--- src/rtl/vsa_pkg.sv ---
package vsa_pkg;
  localparam int PK_LOG2 = 5;
  localparam int ND_LOG2 = 4;

  typedef enum logic [1:0] {ST_IDLE, ST_REQ, ST_GAP} burst_st_t;

  function automatic logic is_drop_mode(input logic [1:0] m);
    return (m == 2'b10) || (m == 2'b11);
  endfunction
endpackage

--- src/rtl/vsa_pulse_class.sv ---
module vsa_pulse_class #(
  parameter int MIN_CYC  = 2,
  parameter int SYNC_CYC = 20,
  parameter int CLR_CYC  = 60
) (
  input  logic clk,
  input  logic rst,
  input  logic inh_i,
  output logic sync_o,
  output logic clr_o
);
  localparam int CW = $clog2(CLR_CYC + 1);

  logic          inh_q;
  logic [CW-1:0] hi_cnt;

  always_ff @(posedge clk) begin
    if (rst) begin
      inh_q  <= 1'b0;
      hi_cnt <= '0;
      sync_o <= 1'b0;
      clr_o  <= 1'b0;
    end else begin
      inh_q <= inh_i;
      if (inh_i) begin
        if (hi_cnt != CW'(CLR_CYC)) hi_cnt <= hi_cnt + 1'b1;
      end else begin
        hi_cnt <= '0;
      end
      clr_o  <= inh_i && (hi_cnt == CW'(CLR_CYC - 1));
      sync_o <= !inh_i && inh_q && (hi_cnt >= CW'(MIN_CYC)) && (hi_cnt <= CW'(SYNC_CYC));
    end
  end

  AST_CLR_SINGLE: assert property (@(posedge clk) disable iff (rst)
    clr_o |=> !clr_o);
  AST_SYNC_ON_FALL: assert property (@(posedge clk) disable iff (rst)
    sync_o |-> !$past(inh_i));
endmodule

--- src/rtl/vsa_sched.sv ---
module vsa_sched #(
  parameter int FREE_T  = 400,
  parameter int SMAX_PK = 600,
  parameter int SMAX_ND = 300
) (
  input  logic       clk,
  input  logic       rst,
  input  logic       tick_i,
  input  logic       drop_i,
  input  logic       sync_i,
  output logic       trig_o
);
  localparam int TMAX = (FREE_T > SMAX_PK) ? ((FREE_T > SMAX_ND) ? FREE_T : SMAX_ND)
                                           : ((SMAX_PK > SMAX_ND) ? SMAX_PK : SMAX_ND);
  localparam int TW = $clog2(TMAX + 1);

  logic          synced;
  logic [TW-1:0] gap_cnt;
  logic [TW-1:0] free_cnt;
  logic [TW-1:0] gap_last;
  logic          free_fire;

  assign gap_last  = drop_i ? TW'(SMAX_ND - 1) : TW'(SMAX_PK - 1);
  assign free_fire = !synced && tick_i && (free_cnt == TW'(FREE_T - 1));

  always_ff @(posedge clk) begin
    if (rst) begin
      synced   <= 1'b0;
      gap_cnt  <= '0;
      free_cnt <= '0;
      trig_o   <= 1'b0;
    end else begin
      trig_o <= sync_i || free_fire;
      if (sync_i) begin
        synced   <= 1'b1;
        gap_cnt  <= '0;
        free_cnt <= '0;
      end else if (synced) begin
        free_cnt <= '0;
        if (tick_i) begin
          if (gap_cnt == gap_last) begin
            synced  <= 1'b0;
            gap_cnt <= '0;
          end else begin
            gap_cnt <= gap_cnt + 1'b1;
          end
        end
      end else if (tick_i) begin
        free_cnt <= free_fire ? '0 : free_cnt + 1'b1;
      end
    end
  end

  AST_SYNCED_NO_FREE: assert property (@(posedge clk) disable iff (rst)
    synced && !sync_i |=> !trig_o);
  AST_TRIG_SOURCE: assert property (@(posedge clk) disable iff (rst)
    trig_o |-> $past(sync_i) || $past(tick_i));
endmodule

--- src/rtl/vsa_burst.sv ---
module vsa_burst
  import vsa_pkg::*;
#(
  parameter int DW      = 10,
  parameter int SPACE_T = 4
) (
  input  logic          clk,
  input  logic          rst,
  input  logic          tick_i,
  input  logic          drop_i,
  input  logic          trig_i,
  output logic          req_o,
  input  logic          done_i,
  input  logic [DW-1:0] data_i,
  output logic [DW-1:0] sample_o,
  output logic          valid_o
);
  localparam int AW = DW + PK_LOG2;
  localparam int SW = $clog2(SPACE_T + 1);

  burst_st_t           st;
  logic                drop_q;
  logic [PK_LOG2-1:0]  conv_cnt;
  logic [PK_LOG2-1:0]  conv_last;
  logic [SW-1:0]       sp_cnt;
  logic [AW-1:0]       acc;
  logic [AW-1:0]       acc_n;

  assign conv_last = drop_q ? PK_LOG2'((1 << ND_LOG2) - 1) : PK_LOG2'((1 << PK_LOG2) - 1);
  assign acc_n     = acc + {{PK_LOG2{1'b0}}, data_i};

  always_ff @(posedge clk) begin
    if (rst) begin
      st       <= ST_IDLE;
      drop_q   <= 1'b0;
      conv_cnt <= '0;
      sp_cnt   <= '0;
      acc      <= '0;
      req_o    <= 1'b0;
      sample_o <= '0;
      valid_o  <= 1'b0;
    end else begin
      valid_o <= 1'b0;
      case (st)
        ST_IDLE: if (trig_i) begin
          st       <= ST_REQ;
          req_o    <= 1'b1;
          acc      <= '0;
          conv_cnt <= '0;
          drop_q   <= drop_i;
        end
        ST_REQ: if (done_i) begin
          req_o <= 1'b0;
          if (conv_cnt == conv_last) begin
            sample_o <= drop_q ? acc_n[DW+ND_LOG2-1:ND_LOG2] : acc_n[DW+PK_LOG2-1:PK_LOG2];
            valid_o  <= 1'b1;
            st       <= ST_IDLE;
          end else begin
            acc      <= acc_n;
            conv_cnt <= conv_cnt + 1'b1;
            sp_cnt   <= '0;
            st       <= ST_GAP;
          end
        end
        ST_GAP: if (tick_i) begin
          if (sp_cnt == SW'(SPACE_T - 1)) begin
            req_o <= 1'b1;
            st    <= ST_REQ;
          end else begin
            sp_cnt <= sp_cnt + 1'b1;
          end
        end
        default: st <= ST_IDLE;
      endcase
    end
  end

  AST_REQ_HELD: assert property (@(posedge clk) disable iff (rst)
    req_o && !done_i |=> req_o);
  AST_VALID_PULSE: assert property (@(posedge clk) disable iff (rst)
    valid_o |=> !valid_o);
  AST_VALID_AFTER_DONE: assert property (@(posedge clk) disable iff (rst)
    valid_o |-> $past(done_i));
  AST_NO_BACK_TO_BACK: assert property (@(posedge clk) disable iff (rst)
    $rose(req_o) |-> !$past(done_i));
endmodule

--- src/rtl/volt_sample_avg.sv ---
module volt_sample_avg
  import vsa_pkg::*;
#(
  parameter int DATA_W        = 10,
  parameter int SPACE_TICKS   = 4,
  parameter int FREE_TICKS    = 400,
  parameter int SYNC_PK_TICKS = 600,
  parameter int SYNC_ND_TICKS = 300,
  parameter int PW_MIN_CYC    = 2,
  parameter int PW_SYNC_CYC   = 20,
  parameter int PW_CLR_CYC    = 60
) (
  input  logic              clk,
  input  logic              rst,
  input  logic              tick_i,
  input  logic [1:0]        mode_i,
  input  logic              inh_i,
  output logic              conv_req_o,
  input  logic              conv_done_i,
  input  logic [DATA_W-1:0] conv_data_i,
  output logic [DATA_W-1:0] sample_o,
  output logic              sample_valid_o,
  output logic              hist_clr_o
);
  logic drop_mode;
  logic sync_evt;
  logic trig;

  assign drop_mode = is_drop_mode(mode_i);

  vsa_pulse_class #(
    .MIN_CYC (PW_MIN_CYC),
    .SYNC_CYC(PW_SYNC_CYC),
    .CLR_CYC (PW_CLR_CYC)
  ) u_class (
    .clk   (clk),
    .rst   (rst),
    .inh_i (inh_i),
    .sync_o(sync_evt),
    .clr_o (hist_clr_o)
  );

  vsa_sched #(
    .FREE_T (FREE_TICKS),
    .SMAX_PK(SYNC_PK_TICKS),
    .SMAX_ND(SYNC_ND_TICKS)
  ) u_sched (
    .clk   (clk),
    .rst   (rst),
    .tick_i(tick_i),
    .drop_i(drop_mode),
    .sync_i(sync_evt),
    .trig_o(trig)
  );

  vsa_burst #(
    .DW     (DATA_W),
    .SPACE_T(SPACE_TICKS)
  ) u_burst (
    .clk     (clk),
    .rst     (rst),
    .tick_i  (tick_i),
    .drop_i  (drop_mode),
    .trig_i  (trig),
    .req_o   (conv_req_o),
    .done_i  (conv_done_i),
    .data_i  (conv_data_i),
    .sample_o(sample_o),
    .valid_o (sample_valid_o)
  );
endmodule

--- config.mk ---
export PLATFORM = sky130hd
export DESIGN_NAME = volt_sample_avg
export DESIGN_NICKNAME = d
export VERILOG_FILES = /design/src/rtl/vsa_pkg.sv /design/src/rtl/vsa_pulse_class.sv /design/src/rtl/vsa_sched.sv /design/src/rtl/vsa_burst.sv /design/src/rtl/volt_sample_avg.sv
export SDC_FILE = /design/constraint.sdc
export NUM_CORES = 1
export LEC_CHECK = 0
export BUFFER_PORTS_ARGS = -buffer_cell sky130_fd_sc_hd__buf_2
export CAP_MARGIN = 40
export CORE_MARGIN = 2
export CORE_UTILIZATION = 55
export DETAILED_ROUTE_END_ITERATION = 10
export GPL_TIMING_DRIVEN = 0
export HOLD_SLACK_MARGIN = 0.12
export PLACE_DENSITY_LB_ADDON = 0.25
export SLEW_MARGIN = 25
export SYNTH_ARGS = -nofsm -noshare
export SYNTH_HDL_FRONTEND = slang
export SYNTH_SLANG_ARGS = --single-unit
--- constraint.sdc ---
create_clock -name clk -period 4.35 [get_ports clk]
set_clock_uncertainty 0.05 [all_clocks]
set_input_delay 0.87 -clock clk [delete_from_list [all_inputs] [get_ports clk]]
set_output_delay 0.87 -clock clk [all_outputs]
set_load 0.01 [all_outputs]
=== Yosys cells after proc, flatten, opt, wreduce, memory -nomap -nowiden ===
Index checks and enable logic that the tools add are counted.

* Register bits: 69
* Bits in latches: 0
* Bits in writable memories: 0
* Bits in read-only memories: 0
* Input port bits: 17
* Logic and storage cells: 102
* Memories kept: 0

* $add $sub $neg: 6
* Multipliers: 0
* Div/mod/pow operators: 0
* Order comparisons: 2
* Equality and inequality tests: 16
* Shift-type cells: 0
* Multiplexer cells: 34
* Bitwise logic cells: 3
* Reduce and logical (&&, ||, !) cells: 25

{| class="wikitable"
|+ Operators with widths
! kind !! count
|-
| $mux 15 || 3
|-
| $mux 10 || 4
|-
| $pmux 15 s2 || 1
|-
| $add 10x1->10 const B || 2
|-
| $mux 5 || 4
|-
| $add 15x10->15 || 1
|-
| $mux 3 || 4
|-
| $eq 10x10->1 || 1
|-
| $eq 10x9->1 const B || 1
|-
| $mux 2 || 5
|-
| $ne 2x2->1 const B || 5
|-
| $pmux 5 s2 || 1
|-
| $reduce_and 5->1 || 2
|-
| $mux 1 || 9
|-
| $reduce_and 4->1 || 2
|-
| $add 6x1->6 const B || 1
|-
| $eq 2x2->1 const B || 3
|-
| $eq 6x6->1 const B || 1
|-
| $ge 6x2->1 const B || 1
|-
| $le 6x5->1 const B || 1
|-
| $logic_and 1x1->1 || 6
|-
| $ne 6x6->1 const B || 1
|-
| $pmux 2 s3 || 1
|-
| $pmux 3 s2 || 1
|-
| other kinds (17) || 25
|}

=== Longest topological paths before layout ===
Gate-level depths: netlist of the first run.

* Depth after elaboration: 8
* Mapped depth: 8

=== By module ===
From an unflattened synthesis of the first run, not the netlist that was laid out.

* Cells, all modules: 443
* Area, all modules: 3,791.1 sq um

{| class="wikitable"
|+ By module, submodules not included
! module !! times used !! cells each !! area each (sq um)
|-
| vsa_burst || 1 || 274 || 2,323.5
|-
| vsa_sched || 1 || 118 || 1,026.0
|-
| vsa_pulse_class || 1 || 50 || 437.9
|-
| volt_sample_avg || 1 || 1 || 3.8
|}

=== Worst setup path before layout of the first run ===
No wires, ideal clock.

* Kind: input to register
* From: input conv_data_i[0]
* To: register u_burst.sample_o[6]
* Library setup time: 0.086 ns
* Data arrival time: 2.845 ns
* Data required time: 4.214 ns
* Path slack: 1.370 ns
* Cell stages on the path: 8
* Path through: ha_1 -> fa_1 -> a21o_1 -> a221o_1 -> a311oi_4 -> xnor2_1 -> mux2i_1 -> a211oi_1

* Word-level cells in the longest chain between the ends: 2

{| class="wikitable"
|+ RTL lines
! element !! RTL line !! RTL
|-
| start: declaration || volt_sample_avg.sv:20 || <nowiki>input logic [DATA_W-1:0] conv_data_i,</nowiki>
|-
| $add 15x10->15 || vsa_burst.sv:30 || <nowiki>assign acc_n = acc + {{PK_LOG2{1'b0}}, data_i};</nowiki>
|-
| $mux 10 || vsa_burst.sv:55 || <nowiki>sample_o <= drop_q ? acc_n[DW+ND_LOG2-1:ND_LOG2] : acc_n[DW+PK_LOG2-1:PK_LOG2];</nowiki>
|-
| end signal: assignment || vsa_burst.sv:55 ||
|-
| end: declaration || vsa_burst.sv:15 || <nowiki>output logic [DW-1:0] sample_o,</nowiki>
|}

Every way passes these cells.
A chain may end at the register's enable or synchronous reset.

=== Worst setup path in the final report of the first run ===
Ends and elaborated chain as after synthesis.

==> results of run 1 <==
==> metal layers <==
metal,GRT usage,share of wire
met5,0,0
met4,0.07359,0.015
met3,0.04961,0.041
met2,0.3480,0.45
met1,0.2968,0.50
==> cell families after synthesis <==
group	synth area share
and+or+nand+nor	0.2307
buffers and inverters	0.03079
xor gates and xnor gates	0.07264
DFF	0.3819
adders and majority gates	0.06434
AOI/OAI and AO/OA	0.1947
muxes	0.02491
==> final timing paths <==
kind,from,endpoint,slack (ps),cells after the start
worst min register to register,u_burst.sample_o[7],u_burst.sample_o[7],400,2
worst min-delay path,u_burst.sample_o[7],u_burst.sample_o[7],400,2
worst max register to register,u_burst.acc[0],u_burst.sample_o[6],1710,8
worst max-delay path,conv_data_i[0],u_burst.sample_o[6],1390,9
==> sequential cells by signal, summed over array words and instances, names as in the netlist <==
name,count
u_class.sync_o,1
u_burst.sp_cnt,3
u_burst.valid_o,1
u_sched.trig_o,1
u_sched.synced,1
u_class.inh_q,1
u_class.clr_o,1
u_sched.gap_cnt,10
u_burst.req_o,1
u_burst.drop_q,1
u_burst.acc,15
u_burst.sample_o,10
u_burst.conv_cnt,5
u_sched.free_cnt,10
u_class.hi_cnt,6
u_burst.st,2
==> critical path, cell delays in order <==
cell	delay [ps]
buf_2	100
ha_1	220
fa_1	410
a21o_1	210
a221o_1	420
a311oi_4	400
xnor2_1	190
mux2i_1	110
a211oi_1	240
==> layout make-up <==
type | instances | area share
tap | 77 | 0.02363
clock inverter | 6 | 0.02117
inverter | 13 | 0.01197
clock buffer | 10 | 0.03375
sequential | 69 | 0.3388
timing repair buffer | 28 | 0.03437
buffer | 15 | 0.01534
multi-input combinational | 324 | 0.5210
==> per-stage QoR <==
step | hold WS [ps] | setup WS, ps | cells
detailed placement | 389.3 | 1047 | 526
global placement | 386.3 | 1095 | 526
floorplan | 385.6 | 1370 | 421
finish | 403.1 | 1386 | 542
global route | 426.4 | 1277 | 542
CTS | 400.5 | 1387 | 542
==> synth_stat cells, types with 3 or more instances <==
library cell / count / area share
a211oi_1: 7 / 0.015
a21o_1: 7 / 0.015
a21oi_1: 28 / 0.039
a22oi_1: 11 / 0.023
a31oi_1: 3 / 0.0052
and2_1: 5 / 0.0086
and3_1: 8 / 0.014
buf_2: 5 / 0.0069
clkbuf_1: 8 / 0.0083
dfxtp_1: 69 / 0.38
ha_1: 17 / 0.059
inv_1: 13 / 0.013
mux2i_1: 9 / 0.025
nand2_1: 26 / 0.027
nand2b_1: 8 / 0.014
nand3_1: 16 / 0.022
nand4_1: 7 / 0.012
nor2_1: 67 / 0.070
nor2b_1: 4 / 0.0069
nor3_1: 5 / 0.0069
nor3b_1: 5 / 0.010
nor4b_1: 3 / 0.0073
o211ai_1: 7 / 0.015
o21ai_0: 6 / 0.0083
o21ai_1: 5 / 0.0069
or3_1: 5 / 0.0086
xnor2_1: 12 / 0.029
xor2_1: 18 / 0.044
==> power breakdown <==
part / total, mW / internal (mW) / switching, mW
sequential: 0.638 / 0.635 / 0.00330
clock: 0.582 / 0.337 / 0.244
combinational: 0.0575 / 0.0216 / 0.0359
total: 1.28 / 0.994 / 0.284
==> flow_summary_export.csv, run 1 <==
group,metric,value,unit
timing,finalCriticalPeriod,2964,ps
cts,cts_hold_buf,0,
timing,hold_violations,0,
cts,cts_inserted_buffers,9,
layout,final_core_util,0.6422,
cts,post_cts_buffers,0,
global_routing,grt_pass1_vias,2958,
logic_synthesis,synth-seq-cells,69,
logic_synthesis,seq_area_frac_synth,0.3819,
cts,htree_levels,3,
route,avgRoutedWirePerCell,14.06,um
route,vias,3120,
timing,relSlewSlack,0.5952,
layout,diodes,0,
die,rows,29,
timing,final-setup-viol-count,0,
die,start_util,0.5697,
pwr,ir_drop,0.0002473,V
pwr,power,1.277,mW
timing,setup_tns,0,ps
route,drc,0,
logic_synthesis,synthFlopType,"dfxtp_1",
timing,tightest_slew,604.9,ps
cts,cts-root-buf,"clkbuf_8",
die,coreArea,0.006350,sq mm
timing,rsz0062_at_grt,"false",
route,post_drt_via_cell_ratio,5.756,
pwr,leakagePower,1.645,nW
layout,layout_common_cells,"dfxtp_1 (69), nor2_1 (67), buf_2 (33)",
logic_synthesis,yosys_warnings,0,
cts,clk_pin_slew,70,ps
route,drt-total-wl,7623,um
critical_path,worst_setup_path_end_kind,"flip-flop",
timing,finalMaxSlewViolations,0,
die,dieArea,0.007241,sq mm
critical_path,critPathRequiredTime,4560,ps
layout,layout_commonest_cell,"dfxtp_1",
global_routing,grt_use_total,0.2196,
die,io-pin-count,30,
route,drt_iter0_markers,182,
critical_path,crit_type,"in -> reg",
cts,clk_latency,340,ps
outcome,status,"finished clean",
logic_synthesis,syn_nets,456,
logic_synthesis,syn_inst,421,
logic_synthesis,postSynthAreaPerCell,8.592,sq um
global_routing,overflow,0,
layout,fill_cells,542,
route,drt-pass1-iter-count,5,
placed_design,place.gp.congestion,0.8372,
pwr,power_density,313.3,mW/mm^2
layout,seq_area,0.001381,sq mm
logic_synthesis,synth_edf_count,0,
route,drt.antenna.violating_nets,0,
placed_design,port_buffers,28,
layout,multi_input_area,0.002125,sq mm
global_routing,grt_pass1_wl,13050,um
critical_path,cp_max_fo,4,
critical_path,cp-start-kind,"input pin",
layout,area_growth,12.73,%
cts,cts_resized,0,
min_path,hold_path_class,"reg -> reg",
critical_path,cp.arrival,3170,ps
cts,cts_tree,"yes",
global_routing,grt_start_max_net_pins,13,
logic_synthesis,synth-async-reset-ratio,0,
cts,cts_max_path_buffers,2,
global_routing,antenna_found_initial,0,
die,die_h,85.10,um
layout,nNetsFinal,495,
timing,max_freq,337.4,MHz
logic_synthesis,synthDistinctLibCells,55,
logic_synthesis,netlist_area,0.003617,sq mm
job,cap_violations,0,
placed_design,place_hpwl,5612,um
layout,final_layout_size_suffix_gt1_frac,0.1269,
timing,period_share,0.6813,
placed_design,placed_area,0.003854,sq mm
die,die_x,85.10,um
cts,clkSinkCount,69,
layout,final_area,0.004078,sq mm
No activity file was read; power rests on OpenSTA's default activity.
==> inputs of run 2 (changes only) <==
ABC_AREA = 1   (was unset)
CORE_UTILIZATION = 54   (was 55)
clock period = 2.6 ns   (was 4.35 ns; I/O delays follow)
==> run 2 against run 1 <==
Sequential share of layout area fell by 1.7 points. Register-to-register slack worse by 1100 ps. Combinational power grew to 11 times the previous value. Critical path depth is 2 higher. Via count increased by 15%. Non-clock buffer count is 7 lower. Final cell count is 28% higher. Final area is 5.2% higher. Global-route usage rose by 1.0 points. Critical path type is now reg -> reg. Largest cell class unchanged. Largest power group unchanged.
==> flow_summary_export.csv, run 2 <==
group,metric,value,unit
logic_synthesis,yosysMostFrequentCell,"nand2_1",
global_routing,grt_pass1_vias,3387,
die,coreArea,0.006832,sq mm
die,rows,30,
timing,setup_tns,0,ps
critical_path,critPathBufInv,1,
layout,diodes,0,
logic_synthesis,synth-seq-cells,69,
placed_design,port_buffers,26,
timing,final-setup-viol-count,0,
die,die_x,88.42,um
min_path,worstHoldStart,"inh_i",
cts,htree_levels,3,
critical_path,reg2reg_from,"u_burst.acc[0]",
layout,layout_commonest_cell,"nand2_1",
route,drt-pass1-iter-count,4,
logic_synthesis,netlist_area,0.003849,sq mm
cts,clk_pin_slew,70,ps
cts,clk_latency,350,ps
die,start_util,0.5634,
logic_synthesis,synth_top_area_frac,0.3589,
layout,nNetsFinal,629,
critical_path,reg2reg_slack,560,ps
route,post_drt_via_cell_ratio,5.161,
critical_path,worst_r2r_path_depth,11,
route,drt.antenna.violating_nets,0,
critical_path,critPathSlowestCell,"fa_1",
route,drc,0,
critical_path,critPathRequiredTime,2800,ps
cts,cts_hold_buf,0,
cts,cts-root-buf,"clkbuf_8",
min_path,worstHoldPathCells,4,
timing,max_freq,490.4,MHz
critical_path,path_delay_family,"simple AND/OR/NAND/NOR gates",
global_routing,grt_start_max_net_pins,13,
critical_path,crit_type,"reg -> reg",
route,avgRoutedWirePerCell,12.13,um
logic_synthesis,postSynthAreaPerCell,6.910,sq um
logic_synthesis,synthDistinctLibCells,40,
route,vias,3587,
timing,tightest_slew,691.6,ps
layout,final_core_util,0.6280,
min_path,hold_end,"u_class.sync_o",
layout,final_layout_size_suffix_gt1_frac,0.1269,
pwr,power,2.653,mW
cts,cts_tree,"yes",
logic_synthesis,syn_inst,557,
route,drt-total-wl,8433,um
cts,post_cts_buffers,0,
logic_synthesis,synthFlopType,"dfxtp_1",
job,cap_violations,0,
critical_path,cp_max_fo,4,
pwr,leakagePower,1.936,nW
pwr,power_density,618.4,mW/mm^2
logic_synthesis,synth_edf_count,0,
timing,hold_violations,0,
logic_synthesis,synth_common_cells,"nand2_1 (135), inv_1 (78), dfxtp_1 (69), nand3_1 (52), nor2_1 (48)",
logic_synthesis,synth-async-reset-ratio,0,
cts,cts_inserted_buffers,9,
global_routing,grt_pass1_wl,14080,um
critical_path,path_cells,"ha_1 > fa_1 > nand2_1 > nand2_1 > nand3_1 > nand2_1 > or2_2 > nand3_1 > nand3_1 > nand2_1 > inv_1",
timing,relSlewSlack,0.5390,
placed_design,place_inst,679,
logic_synthesis,syn_nets,592,
critical_path,cp-start-kind,"flip-flop",
cts,cts_max_path_buffers,2,
die,die_h,88.42,um
critical_path,max_stage_delay,420,ps
logic_synthesis,synthTopCellsByArea,"dfxtp_1 (36%), nand2_1 (13%), inv_1 (7.6%)",
timing,period_share,0.7843,
cts,cts_resized,0,
timing,timing.final.ws_setup,560.7,ps
global_routing,overflow,0,
placed_design,place_hpwl,6489,um
placed_design,place_ws,224.3,ps
logic_synthesis,yosysTopAreaCell,"dfxtp_1",
layout,stdcell_count,695,
layout,largest_reg_flops,15,
layout,area_growth,11.48,%
global_routing,grt_use_total,0.2299,
die,dieArea,0.007818,sq mm
cts,clkSinkCount,69,
critical_path,worst_setup_path_end_kind,"flip-flop",
min_path,hold_path_class,"in -> reg",
timing,finalMaxSlewViolations,0,
logic_synthesis,yosys_warnings,0,
outcome,status,"finished clean",
critical_path,cp.arrival,2240,ps
layout,layout_common_cells,"nand2_1 (135), inv_1 (78), dfxtp_1 (69)",
timing,rsz0062_at_grt,"false",
logic_synthesis,seq_area_frac_synth,0.3589,
placed_design,place.gp.congestion,0.9265,
layout,regMostFlops,"u_burst.acc",
critical_path,cp_common_cell,"nand2_1",
global_routing,antenna_found_initial,0,
pwr,ir_drop,0.0003168,V
timing,finalCriticalPeriod,2039,ps
route,drt_iter0_markers,226,
die,io-pin-count,30,
critical_path,worst_r2r_endpoint,"u_burst.sample_o[1]",
layout,fill_cells,659,
-- run 2: worst register-to-register path, delay by kind of cell, from the launching register on --
family / cells / cell delay [ps]
AND/OR/NAND/NOR: 8 / 920
adder cells (fa/ha/maj): 2 / 630
flip-flops: 1 / 320
buffers and inverters: 1 / 30
-- run 2: metal layers --
metal  vias up  track usage  part of all wire
met4         0      0.09229             0.022
li1       1880            -                 -
met5         -            0                 0
met2        60       0.4101              0.49
met1      1628       0.2677              0.45
met3        19      0.04944             0.039
-- run 2: through the flow --
step | instance area [sq um] | hold slack, ps
finish | 4290 | 376.2
global route | 4290 | 387.3
CTS | 4290 | 359.2
detailed placement | 4099 | 376.7
global placement | 4099 | 378.1
floorplan | 3849 | 364.4
-- run 2: worst max path at each step --
stage	startpoint	to	slack (ps)	depth (start not counted)
floorplan	conv_data_i[0]	u_burst.sample_o[1]	540	11
global placement	conv_data_i[0]	u_burst.sample_o[3]	280	12
detailed placement	conv_data_i[0]	u_burst.sample_o[1]	220	12
CTS	u_burst.acc[0]	u_burst.sample_o[1]	550	11
global route	u_burst.acc[0]	u_burst.sample_o[1]	400	11
finish	u_burst.acc[0]	u_burst.sample_o[1]	560	11
-- run 2: report_power, final --
group / total (mW) / internal, mW / switching, mW
Sequential: 1.18 / 1.13 / 0.0552
Clock: 0.849 / 0.441 / 0.408
Combinational: 0.622 / 0.213 / 0.409
-- run 2: layout make-up --
cell class	instances	area [sq um]	share of cell area
Inverter	85	319.1	0.07437
Multi-Input combinational cell	393	2093	0.4879
Tap cell	96	120.1	0.02800
Buffer	10	55.05	0.01283
Clock inverter	6	63.81	0.01487
Sequential cell	69	1381	0.3220
Timing Repair Buffer	26	130.1	0.03033
Clock buffer	10	127.6	0.02975
-- run 2: cell families (layout without fill, tap and decap cells) --
group	count (synthesis)	in the layout	synth area share
buffers and inverters	95	137	0.09720
adder cells (fa/ha/maj)	18	18	0.06047
AND/OR/NAND/NOR	279	279	0.3293
AO/OA/AOI/OAI	81	81	0.1200
XOR/XNOR	15	15	0.03413
flip-flops	69	69	0.3589
